File: config.mk
export PLATFORM = sky130hd
export DESIGN_NAME = bus_resp_monitor
export DESIGN_NICKNAME = d
export VERILOG_FILES = /design/src/rtl/bm_pkg.sv /design/src/rtl/bm_cycle_ctx.sv /design/src/rtl/bm_limit_sel.sv /design/src/rtl/bm_resp_timer.sv /design/src/rtl/bm_arb_check.sv /design/src/rtl/bus_resp_monitor.sv
export SDC_FILE = /design/constraint.sdc
export NUM_CORES = 1
export LEC_CHECK = 0
export ABC_AREA = 0
export CELL_PAD_IN_SITES_DETAIL_PLACEMENT = 1
export CELL_PAD_IN_SITES_GLOBAL_PLACEMENT = 2
export CORE_MARGIN = 4
export CORE_UTILIZATION = 33
export CTS_CLUSTER_DIAMETER = 120
export DETAILED_ROUTE_END_ITERATION = 6
export GPL_ROUTABILITY_DRIVEN = 0
export GPL_TIMING_DRIVEN = 0
export PLACE_DENSITY = 0.85
export RECOVER_POWER = 100
export SLEW_MARGIN = 20
export SYNTH_ARGS = -nofsm -noshare
export SYNTH_HDL_FRONTEND = slang
export SYNTH_SLANG_ARGS = --single-unit
File: constraint.sdc
create_clock -name clk -period 3.83 [get_ports clk]
set_clock_uncertainty 0.1 [all_clocks]
set_input_delay 0.383 -clock clk [delete_from_list [all_inputs] [get_ports clk]]
set_output_delay 0.383 -clock clk [all_outputs]
set_load 0.01 [all_outputs]
File: src/rtl/bm_pkg.sv
// Package: shared types and helpers for the bus response timeout monitor.
// Assumes a 2-bit external limit select, which gives four limit choices.
package bm_pkg;

    localparam int SEL_W = 2;
    localparam int SEL_N = 1 << SEL_W;

    // Attributes of a bus cycle, captured on its start edge
    typedef struct packed {
        logic             ext;    // off-chip target
        logic             iack;   // interrupt acknowledge cycle
        logic             timed;  // acknowledge timeout applies
        logic [SEL_W-1:0] sel;    // off-chip limit select
    } cyc_ctx_t;

    // Largest of two integers, used when sizing counters
    function automatic int imax(input int a, input int b);
        return (a > b) ? a : b;
    endfunction

endpackage

File: src/rtl/bm_cycle_ctx.sv
// Module: bm_cycle_ctx
// Captures the attributes of each bus cycle on its start edge and tracks
// whether a cycle is open and whether arbitration has been seen in it.
// Assumes cyc_start is a one-clock marker. A start always wins over an end
// in the same clock.
module bm_cycle_ctx
    import bm_pkg::*;
(
    input  logic             clk,
    input  logic             rst_n,
    input  logic             cyc_start,
    input  logic             cyc_ext,
    input  logic             cyc_iack,
    input  logic             ext_mon_en,
    input  logic [SEL_W-1:0] ext_lim_sel,
    input  logic             arb_resp,
    input  logic             cyc_end,
    output cyc_ctx_t         ctx,
    output logic             active,
    output logic             arb_seen
);

    cyc_ctx_t ctx_next;

    // Work out the timing rule for the cycle being started
    always_comb begin
        ctx_next.ext   = cyc_ext;
        ctx_next.iack  = cyc_iack;
        ctx_next.timed = !cyc_ext || ext_mon_en;
        ctx_next.sel   = ext_lim_sel;
    end

    // Hold the cycle attributes from one start edge to the next
    always_ff @(posedge clk) begin
        if (!rst_n) begin
            ctx <= '0;
        end else if (cyc_start) begin
            ctx <= ctx_next;
        end
    end

    // Open a cycle on start, close it on acknowledge or error
    always_ff @(posedge clk) begin
        if (!rst_n) begin
            active <= 1'b0;
        end else if (cyc_start) begin
            active <= 1'b1;
        end else if (cyc_end) begin
            active <= 1'b0;
        end
    end

    // Remember an arbitration response within the open cycle
    always_ff @(posedge clk) begin
        if (!rst_n) begin
            arb_seen <= 1'b0;
        end else if (cyc_start) begin
            arb_seen <= 1'b0;
        end else if (active && arb_resp) begin
            arb_seen <= 1'b1;
        end
    end

endmodule

File: src/rtl/bm_limit_sel.sv
// Module: bm_limit_sel
// Turns the captured cycle attributes into the last count value that is
// still in time. Off-chip limits double with each select step from BASE_LIM.
// On-chip cycles use INT_LIM. Assumes every limit is at least 1.
module bm_limit_sel
    import bm_pkg::*;
#(
    parameter int BASE_LIM = 8,
    parameter int INT_LIM  = 64,
    parameter int CNT_W    = 7
) (
    input  cyc_ctx_t         ctx,
    output logic [CNT_W-1:0] last_cnt
);

    logic [CNT_W-1:0] ext_last [SEL_N];

    // Build the table of off-chip limits, one entry per select code
    generate
        for (genvar g = 0; g < SEL_N; g++) begin : g_ext_lim
            assign ext_last[g] = CNT_W'((BASE_LIM << g) - 1);
        end
    endgenerate

    // Choose between the on-chip limit and the selected off-chip limit
    always_comb begin
        if (ctx.ext) begin
            last_cnt = ext_last[ctx.sel];
        end else begin
            last_cnt = CNT_W'(INT_LIM - 1);
        end
    end

endmodule

File: src/rtl/bm_resp_timer.sv
// Module: bm_resp_timer
// Counts clocks since the start edge of the open cycle. It flags a timeout
// when the count reaches the last in-time value with no acknowledge. The
// count saturates, so untimed cycles may run forever.
module bm_resp_timer #(
    parameter int CNT_W = 7
) (
    input  logic             clk,
    input  logic             rst_n,
    input  logic             cyc_start,
    input  logic             active,
    input  logic             timed,
    input  logic             ack,
    input  logic [CNT_W-1:0] last_cnt,
    output logic [CNT_W-1:0] cnt,
    output logic             timeout_hit
);

    localparam logic [CNT_W-1:0] CNT_SAT = '1;

    // Restart on every start edge; count while the cycle is open
    always_ff @(posedge clk) begin
        if (!rst_n) begin
            cnt <= '0;
        end else if (cyc_start) begin
            cnt <= '0;
        end else if (active && cnt != CNT_SAT) begin
            cnt <= cnt + 1'b1;
        end
    end

    // The limit is passed when this edge is the limit edge and no ack came
    always_comb begin
        timeout_hit = active && timed && !ack && (cnt == last_cnt);
    end

endmodule

File: src/rtl/bm_arb_check.sv
// Module: bm_arb_check
// Spurious-interrupt check for interrupt-acknowledge cycles. It flags an
// error if no arbitration response has been seen by the end of the window,
// or if the cycle is acknowledged before any response. This check has no
// enable input.
module bm_arb_check #(
    parameter int ARB_WIN = 4,
    parameter int CNT_W   = 7
) (
    input  logic             active,
    input  logic             iack,
    input  logic             arb_seen,
    input  logic             arb_resp,
    input  logic             ack,
    input  logic [CNT_W-1:0] cnt,
    output logic             spur_hit
);

    localparam logic [CNT_W-1:0] WIN_LAST = CNT_W'(ARB_WIN - 1);

    logic no_arb;
    logic win_end;

    // Arbitration absent so far, counting the current edge
    always_comb begin
        no_arb  = !arb_seen && !arb_resp;
        win_end = (cnt == WIN_LAST);
    end

    // Spurious when the window closes or the ack comes with no arbitration
    always_comb begin
        spur_hit = active && iack && no_arb && (ack || win_end);
    end

endmodule

File: src/rtl/bus_resp_monitor.sv
// Module: bus_resp_monitor (top)
// Bus response timeout monitor. It times the acknowledge of each bus cycle
// and checks interrupt-acknowledge cycles for an arbitration response. It
// raises a one-clock internal error strobe. Assumes cyc_start marks each
// cycle for one clock, and that ARB_WIN is below every timeout limit.
module bus_resp_monitor
    import bm_pkg::*;
#(
    parameter int BASE_LIM = 8,
    parameter int INT_LIM  = 64,
    parameter int ARB_WIN  = 4
) (
    input  logic             clk,
    input  logic             rst_n,
    input  logic             cyc_start,
    input  logic             cyc_ext,
    input  logic             cyc_iack,
    input  logic             ack,
    input  logic             arb_resp,
    input  logic             ext_mon_en,
    input  logic [SEL_W-1:0] ext_lim_sel,
    output logic             bus_err
);

    localparam int EXT_MAX = BASE_LIM << (SEL_N - 1);
    localparam int MAX_LIM = imax(imax(EXT_MAX, INT_LIM), ARB_WIN);
    localparam int CNT_W   = $clog2(MAX_LIM + 1);

    cyc_ctx_t         ctx;
    logic             cyc_active;
    logic             arb_seen;
    logic             cyc_end;
    logic             err_now;
    logic             timeout_hit;
    logic             spur_hit;
    logic [CNT_W-1:0] cnt;
    logic [CNT_W-1:0] last_cnt;

    bm_cycle_ctx u_ctx (
        .clk         (clk),
        .rst_n       (rst_n),
        .cyc_start   (cyc_start),
        .cyc_ext     (cyc_ext),
        .cyc_iack    (cyc_iack),
        .ext_mon_en  (ext_mon_en),
        .ext_lim_sel (ext_lim_sel),
        .arb_resp    (arb_resp),
        .cyc_end     (cyc_end),
        .ctx         (ctx),
        .active      (cyc_active),
        .arb_seen    (arb_seen)
    );

    bm_limit_sel #(
        .BASE_LIM (BASE_LIM),
        .INT_LIM  (INT_LIM),
        .CNT_W    (CNT_W)
    ) u_lim (
        .ctx      (ctx),
        .last_cnt (last_cnt)
    );

    bm_resp_timer #(
        .CNT_W (CNT_W)
    ) u_tmr (
        .clk         (clk),
        .rst_n       (rst_n),
        .cyc_start   (cyc_start),
        .active      (cyc_active),
        .timed       (ctx.timed),
        .ack         (ack),
        .last_cnt    (last_cnt),
        .cnt         (cnt),
        .timeout_hit (timeout_hit)
    );

    bm_arb_check #(
        .ARB_WIN (ARB_WIN),
        .CNT_W   (CNT_W)
    ) u_arb (
        .active   (cyc_active),
        .iack     (ctx.iack),
        .arb_seen (arb_seen),
        .arb_resp (arb_resp),
        .ack      (ack),
        .cnt      (cnt),
        .spur_hit (spur_hit)
    );

    // A new start cancels any error the old cycle would raise on this edge
    always_comb begin
        err_now = (timeout_hit || spur_hit) && !cyc_start;
        cyc_end = err_now || (cyc_active && ack);
    end

    // Register the error strobe; the cycle closes with it, so it is one clock
    always_ff @(posedge clk) begin
        if (!rst_n) begin
            bus_err <= 1'b0;
        end else begin
            bus_err <= err_now;
        end
    end

endmodule

==> flow_metrics.py, run 1 <==
metrics = {
    "synthesis": {
        "synth_nets": 86,
        "synth-seq-cells": 15,
        "synth.most_common_cell": "dfxtp_1",
        "synth_common_cells": "dfxtp_1, a21oi_1, nor2_1",
        "syn_area_per_cell_um2": 9.292,
        "yosysWarnings": 0,
        "netlist_area_um2": 696.9,
        "synth_flop_cell": "dfxtp_1",
        "ys_types": 33,
        "yosys.area.top_type_share_pct": 43.09,
        "synth_edf_count": 0,
        "seq_area_frac_synth_pct": 43.09,
        "async_flop_share_pct": 0,
        "synthTopCellsByArea": "dfxtp_1, mux2i_1, xnor2_1",
        "synth_area_leader_cell": "dfxtp_1",
        "postSynthCellCount": 75,
    },
    "floorplanning": {
        "die_w_um": 53.96,
        "die_h_um": 53.96,
        "core_area_um2": 1982,
        "dieArea_um2": 2911,
        "row_count": 16,
        "start_util_pct": 35.16,
        "ioPinCount": 11,
    },
    "clocking": {
        "clk_pin_slew_ns": 0.09,
        "cts_root_buffer": "clkbuf_4",
        "cts_tree": "done",
        "clk_latency_ns": 0.28,
        "clock_path_buffers": 2,
        "clock-sinks": 15,
        "cts_resized": 0,
        "postCtsSetupBuffers": 0,
        "htreeDepth": 1,
        "hold_buffers": 0,
        "cts_buffers": 3,
    },
    "layout": {
        "nNetsFinal": 100,
        "drive_gt1_share_pct": 6.818,
        "stdcell_area_um2": 840.8,
        "fin_cells": 115,
        "fill_cells": 244,
        "diodes": 0,
        "area_delta_synth_final_pct": 20.65,
    },
    "drt": {
        "ant_nets": 0,
        "top_layer": "met4",
        "dr_wl_met2_um": 736,
        "drt_first_pass_iters": 4,
        "drt_first_iter_violations": 5,
        "routed-wl-met3_um": 77,
        "wl_met1_um": 672,
        "num_vias": 591,
        "drc_errors": 0,
        "finalWirelength_um": 1507,
        "vias_per_cell": 5.139,
        "wl_per_cell_um": 13.10,
    },
    "sta": {
        "finalHoldViolCount": 0,
        "worst_pin_slew_ns": 0.4181,
        "grt_setup_unrepaired": "no",
        "fin_crit_ns": 1.877,
        "post-route-period-util_pct": 49.00,
        "slew_headroom_pct": 72.00,
        "finalSetupTns_ns": 0,
        "fmax_mhz": 532.8,
        "setup_viol_count_final": 0,
        "slew_viol_final": 0,
    },
    "place": {
        "dp.cells": 111,
        "placed_cell_area_um2": 820.8,
        "dp_hpwl_um": 1186,
        "port_buffers": 9,
    },
    "power_and_ir_drop": {
        "irDropWorstVdd_v": 0.0001643,
        "p_leak_nw": 0.2957,
        "power_density_nw_per_um2": 334.6,
    },
    "global_route": {
        "grt_max_degree": 10,
        "grt_remaining_overflow": 0,
        "grt_first_pass_wirelength_um": 2566,
        "grt_usage_pct": 12.64,
        "grt_pass1_vias": 592,
        "grt_antenna_before_repair": 0,
    },
    "hold_path": {
        "min-delay-start": "u_ctx.arb_seen$_SDFFE_PP0P_",
        "hold_class": "reg2reg",
    },
    "worst_setup_path": {
        "cp.required_ns": 3.94,
        "cp.arrival_ns": 1.99,
        "critPathLaunch": "u_tmr.cnt[0]$_SDFFE_PP0P_",
        "endpoint_kind": "register",
        "r2r_start": "u_tmr.cnt[0]$_SDFFE_PP0P_",
        "critPathMaxFanout": 6,
        "critPathLaunchType": "register",
        "setup.worst_path.class": "reg2reg",
    },
    "run_status": {
        "status": "finished, final reports clean",
    },
    "run": {
        "maxCapViolations": 0,
    },
}
## flip-flops by register name, summed over array words and instances (netlist names)
name,flops
u_tmr.cnt,7
u_ctx.ctx,5
bus_err,1
u_ctx.active,1
u_ctx.arb_seen,1
## where the power goes
part | switching, mW | leakage (nW) | internal [mW] | total, mW
logic | 0.0117 | 0.158 | 0.0169 | 0.0286
clock network | 0.0469 | 0.0150 | 0.0403 | 0.0872
registers | 0.00460 | 0.122 | 0.161 | 0.165
## layout make-up
cell class / instances / area, um2 / area share [%]
multi-input combinational: 54 / 367.9 / 43.75
sequential: 15 / 300.3 / 35.71
timing repair buffer: 9 / 90.09 / 10.71
tap: 27 / 33.78 / 4.018
clock buffer: 4 / 26.28 / 3.125
buffer: 3 / 11.26 / 1.339
inverter: 3 / 11.26 / 1.339
## per-layer routing
layer | vias to the layer above | GRT usage, %
met5 | - | 0
met3 | 4 | 3.601
li1 | 295 | -
met4 | 0 | 6.383
met1 | 281 | 14.19
met2 | 11 | 21.57
## final timing paths
| kind | cells past startpoint | slack [ns] | to |
|---|---|---|---|
| worst min register to register | 2 | 0.38 | u_ctx.arb_seen$_SDFFE_PP0P_ |
| worst max-delay path | 5 | 1.95 | u_tmr.cnt[5]$_SDFFE_PP0P_ |
| worst max register to register | 5 | 1.95 | u_tmr.cnt[5]$_SDFFE_PP0P_ |
| worst min-delay path | 2 | 0.38 | u_ctx.arb_seen$_SDFFE_PP0P_ |
## worst max-delay path: stages (launching register included)
cell and delay [ns]:
dfxtp_1 0.34, ha_1 0.26, and4_1 0.27, a311o_1 0.40
or3_1 0.31, a21oi_1 0.14
## cell families after synthesis
| group | synth area share [%] |
|---|---|
| AOI/OAI and AO/OA | 17.06 |
| buffers and inverters | 3.231 |
| muxes | 5.745 |
| DFF | 43.09 |
| adders and majority gates | 1.795 |
| xor gates and xnor gates | 6.283 |
| and+or+nand+nor | 22.80 |
## through the flow
| stage | utilization [%] | hold slack [ns] | total power [mW] | worst slack (ns) |
|---|---|---|---|---|
| after floorplan | - | 0.3382 | 0.1844 | 2.102 |
| after global placement | 41.41 | 0.3525 | 0.1974 | 1.860 |
| after detailed placement | 41.41 | 0.3696 | 0.1987 | 1.845 |
| after CTS | 42.74 | 0.3892 | 0.2895 | 1.994 |
| after global routing | 42.42 | 0.4244 | 0.3011 | 1.883 |
| final | 42.42 | 0.3795 | 0.2813 | 1.953 |
## cell usage in the layout, fill, tap and decap left out, types with 2 or more instances in the layout
cell type        instances
a21oi_1                  6
nor2b_1                  3
clkdlybuf4s50_1          7
nand3_1                  3
clkbuf_1                 4
clkbuf_4                 3
nand2_1                  3
nor2_1                   6
mux2i_1                  4
nand2b_1                 2
o21ai_0                  2
xnor2_1                  4
dfxtp_1                 15
dlygate4sd3_1            2
inv_1                    3
(Power assumes the default switching activity.)
==> run 2, diff against run 1 <==
--- a/config.mk
+++ b/config.mk
@@ -9,12 +9,12 @@
 export CELL_PAD_IN_SITES_DETAIL_PLACEMENT = 1
 export CELL_PAD_IN_SITES_GLOBAL_PLACEMENT = 2
 export CORE_MARGIN = 4
-export CORE_UTILIZATION = 33
+export CORE_UTILIZATION = 28
 export CTS_CLUSTER_DIAMETER = 120
 export DETAILED_ROUTE_END_ITERATION = 6
 export GPL_ROUTABILITY_DRIVEN = 0
 export GPL_TIMING_DRIVEN = 0
-export PLACE_DENSITY = 0.85
+export PLACE_DENSITY = 0.78
 export RECOVER_POWER = 100
 export SLEW_MARGIN = 20
 export SYNTH_ARGS = -nofsm -noshare
==> constraint.sdc (replaced) <==
create_clock -name clk -period 1.6 [get_ports clk]
set_clock_uncertainty 0.1 [all_clocks]
set_input_delay 0.16 -clock clk [delete_from_list [all_inputs] [get_ports clk]]
set_output_delay 0.16 -clock clk [all_outputs]
set_load 0.01 [all_outputs]
==> run 2 against run 1 <==
Against the previous run:
- the flow now finishes with violations (negative setup slack)
- routed wire length increased by 15%
- largest power group unchanged
- non-clock buffer count increased by 6
- clock power increased to 2.5 times the previous value
- sequential share of layout area decreased by 2.2 points
- register-to-register slack got worse by 2.0 ns
- cell count increased by 6.1%
- count of clock-buffer cells in the layout unchanged
- utilization decreased by 1.2 points
- sequential power increased by 140%
- first-iteration DRC count unchanged
==> flow_metrics.py, run 2 (same netlist as run 1, synthesis figures left out) <==
metrics = {
    "sta": {
        "finalHoldViolCount": 0,
        "fin_crit_ns": 1.610,
        "slew_viol_final": 0,
        "worst_pin_slew_ns": 0.4170,
        "setup_ws_ns": -0.01025,
        "setup_viol_count_final": 3,
        "grt_setup_unrepaired": "yes",
        "post-route-period-util_pct": 100.6,
        "slew_headroom_pct": 72.20,
        "fmax_mhz": 621.0,
    },
    "layout": {
        "largest_reg_flops": 7,
        "diodes": 0,
        "area_delta_synth_final_pct": 35.91,
        "regMostFlops": "u_tmr.cnt",
        "drive_gt1_share_pct": 27.66,
        "reg.largest.list": "u_tmr.cnt x7, u_ctx.ctx x5",
        "layout_commonest_cell": "dfxtp_1",
        "nNetsFinal": 106,
        "final_cell_mix": "dfxtp_1, clkdlybuf4s50_1, buf_4, a21oi_1, nor2_1",
        "stdcell_area_um2": 947.2,
    },
    "worst_setup_path": {
        "critical-path-top-delay-family": "simple AND/OR/NAND/NOR gates",
        "max_stage_delay_ns": 0.53,
        "critPathBufInv": 1,
        "critPathLaunchType": "register",
        "path_depth": 5,
        "cp_slowest_cell": "or4_4",
        "cp.arrival_ns": 1.70,
        "crit_end": "u_ctx.active$_SDFFE_PN0P_",
        "r2r_slack_ns": -0.01,
        "r2r_start": "u_tmr.cnt[1]$_SDFFE_PP0P_",
        "cp.required_ns": 1.69,
        "critPathLaunch": "u_tmr.cnt[1]$_SDFFE_PP0P_",
        "critPathMaxFanout": 3,
        "endpoint_kind": "register",
        "r2r_end": "u_ctx.active$_SDFFE_PN0P_",
        "r2r_cells": 5,
        "cp_cell_sequence": "ha_4, buf_4, nand4_1, or4_4, a22o_1",
        "setup.worst_path.class": "reg2reg",
    },
    "floorplanning": {
        "die_w_um": 57.89,
        "ioPinCount": 11,
        "core_area_um2": 2297,
        "start_util_pct": 30.34,
        "row_count": 17,
        "dieArea_um2": 3351,
        "die_h_um": 57.89,
    },
    "global_route": {
        "grt_antenna_before_repair": 0,
        "grt_pass1_vias": 633,
        "grt_remaining_overflow": 0,
        "grt_usage_pct": 11.85,
        "grt_max_degree": 10,
        "grt_first_pass_wirelength_um": 2980,
    },
    "clocking": {
        "clock_path_buffers": 2,
        "clk_pin_slew_ns": 0.09,
        "cts_buffers": 3,
        "clock-sinks": 15,
        "htreeDepth": 1,
        "cts_root_buffer": "clkbuf_4",
        "hold_buffers": 0,
        "cts_tree": "done",
        "clk_latency_ns": 0.29,
    },
    "place": {
        "dp_hpwl_um": 1189,
        "port_buffers": 9,
        "placed_cell_area_um2": 824.5,
    },
    "power_and_ir_drop": {
        "p_leak_nw": 0.3389,
        "power_density_nw_per_um2": 725.5,
        "irDropWorstVdd_v": 0.0004126,
        "p_total_mw": 0.6871,
    },
    "drt": {
        "wl_per_cell_um": 14.17,
        "vias_per_cell": 5.180,
        "finalWirelength_um": 1729,
        "drt_first_pass_iters": 4,
        "ant_nets": 0,
        "num_vias": 632,
        "drt_first_iter_violations": 5,
        "drc_errors": 0,
    },
    "hold_path": {
        "holdPathStages": 3,
        "hold_class": "in2reg",
    },
    "run_status": {
        "status": "complete, but fails checks",
        "violations": "negative setup slack",
    },
    "run": {
        "maxCapViolations": 0,
    },
}
[run 2: routing by layer]
metal  global-route usage, %  vias to the layer above  share of wire (%)
met5                       0                        -                  0
met4                   4.967                        0                1.3
met3                   4.677                        4                5.1
met2                   17.74                       11                 47
met1                   15.07                      309                 47
li1                        -                      308                  -
[run 2: tightest hold or removal path: stages]
cell      delay [ns]
clkbuf_1        0.19
nand2_1         0.16
a21oi_1         0.06
[run 2: cell type report]
cell class	instances	area [um2]
timing repair buffer	16	142.6
inverter	3	11.26
clock buffer	4	26.28
multi-input combinational	54	406.6
fill	283	1350
sequential	15	317.8
tap	28	35.03
buffer	2	7.507
[run 2: what timing repair did]
| item | 4_1_cts | 5_1_grt |
|---|---|---|
| pin swaps | 1 | 2 |
| gates resized for setup | 6 | 11 |
| buffers inserted | 4 | 3 |
| endpoints found under the setup margin | 4 | 5 |
| endpoints found under the hold margin | 0 | 0 |
[run 2: worst min path at each step]
stage	start	end	slack, ns
floorplan	rst_n	u_ctx.ctx[3]$_SDFFE_PN0P_	0.19
global placement	u_ctx.arb_seen$_SDFFE_PP0P_	u_ctx.arb_seen$_SDFFE_PP0P_	0.35
CTS	cyc_start	u_ctx.ctx[4]$_SDFFE_PN0P_	0.24
finish	cyc_start	u_ctx.ctx[4]$_SDFFE_PN0P_	0.22
detailed placement	u_ctx.arb_seen$_SDFFE_PP0P_	u_ctx.arb_seen$_SDFFE_PP0P_	0.38
global route	cyc_start	u_ctx.ctx[4]$_SDFFE_PN0P_	0.26
[run 2: stage by stage]
step / hold slack [ns] / util (%) / setup WS (ns) / cells / TNS [ns]
final: 0.2222 / 41.23 / -0.01025 / 122 / -0.02261
after CTS: 0.2356 / 39.11 / -0.04905 / 120 / -0.06806
after detailed placement: 0.3836 / 35.89 / -0.1721 / 112 / -0.3355
after floorplan: 0.1882 / - / 0.02980 / 75 / 0
after global routing: 0.2568 / 41.23 / -0.08498 / 122 / -0.2599
after global placement: 0.3546 / 35.89 / -0.1694 / 112 / -0.3050
[run 2: power breakdown]
part | internal, mW | switching [mW]
combinational | 0.0441 | 0.0297
sequential | 0.380 | 0.0119
clock | 0.0970 | 0.124
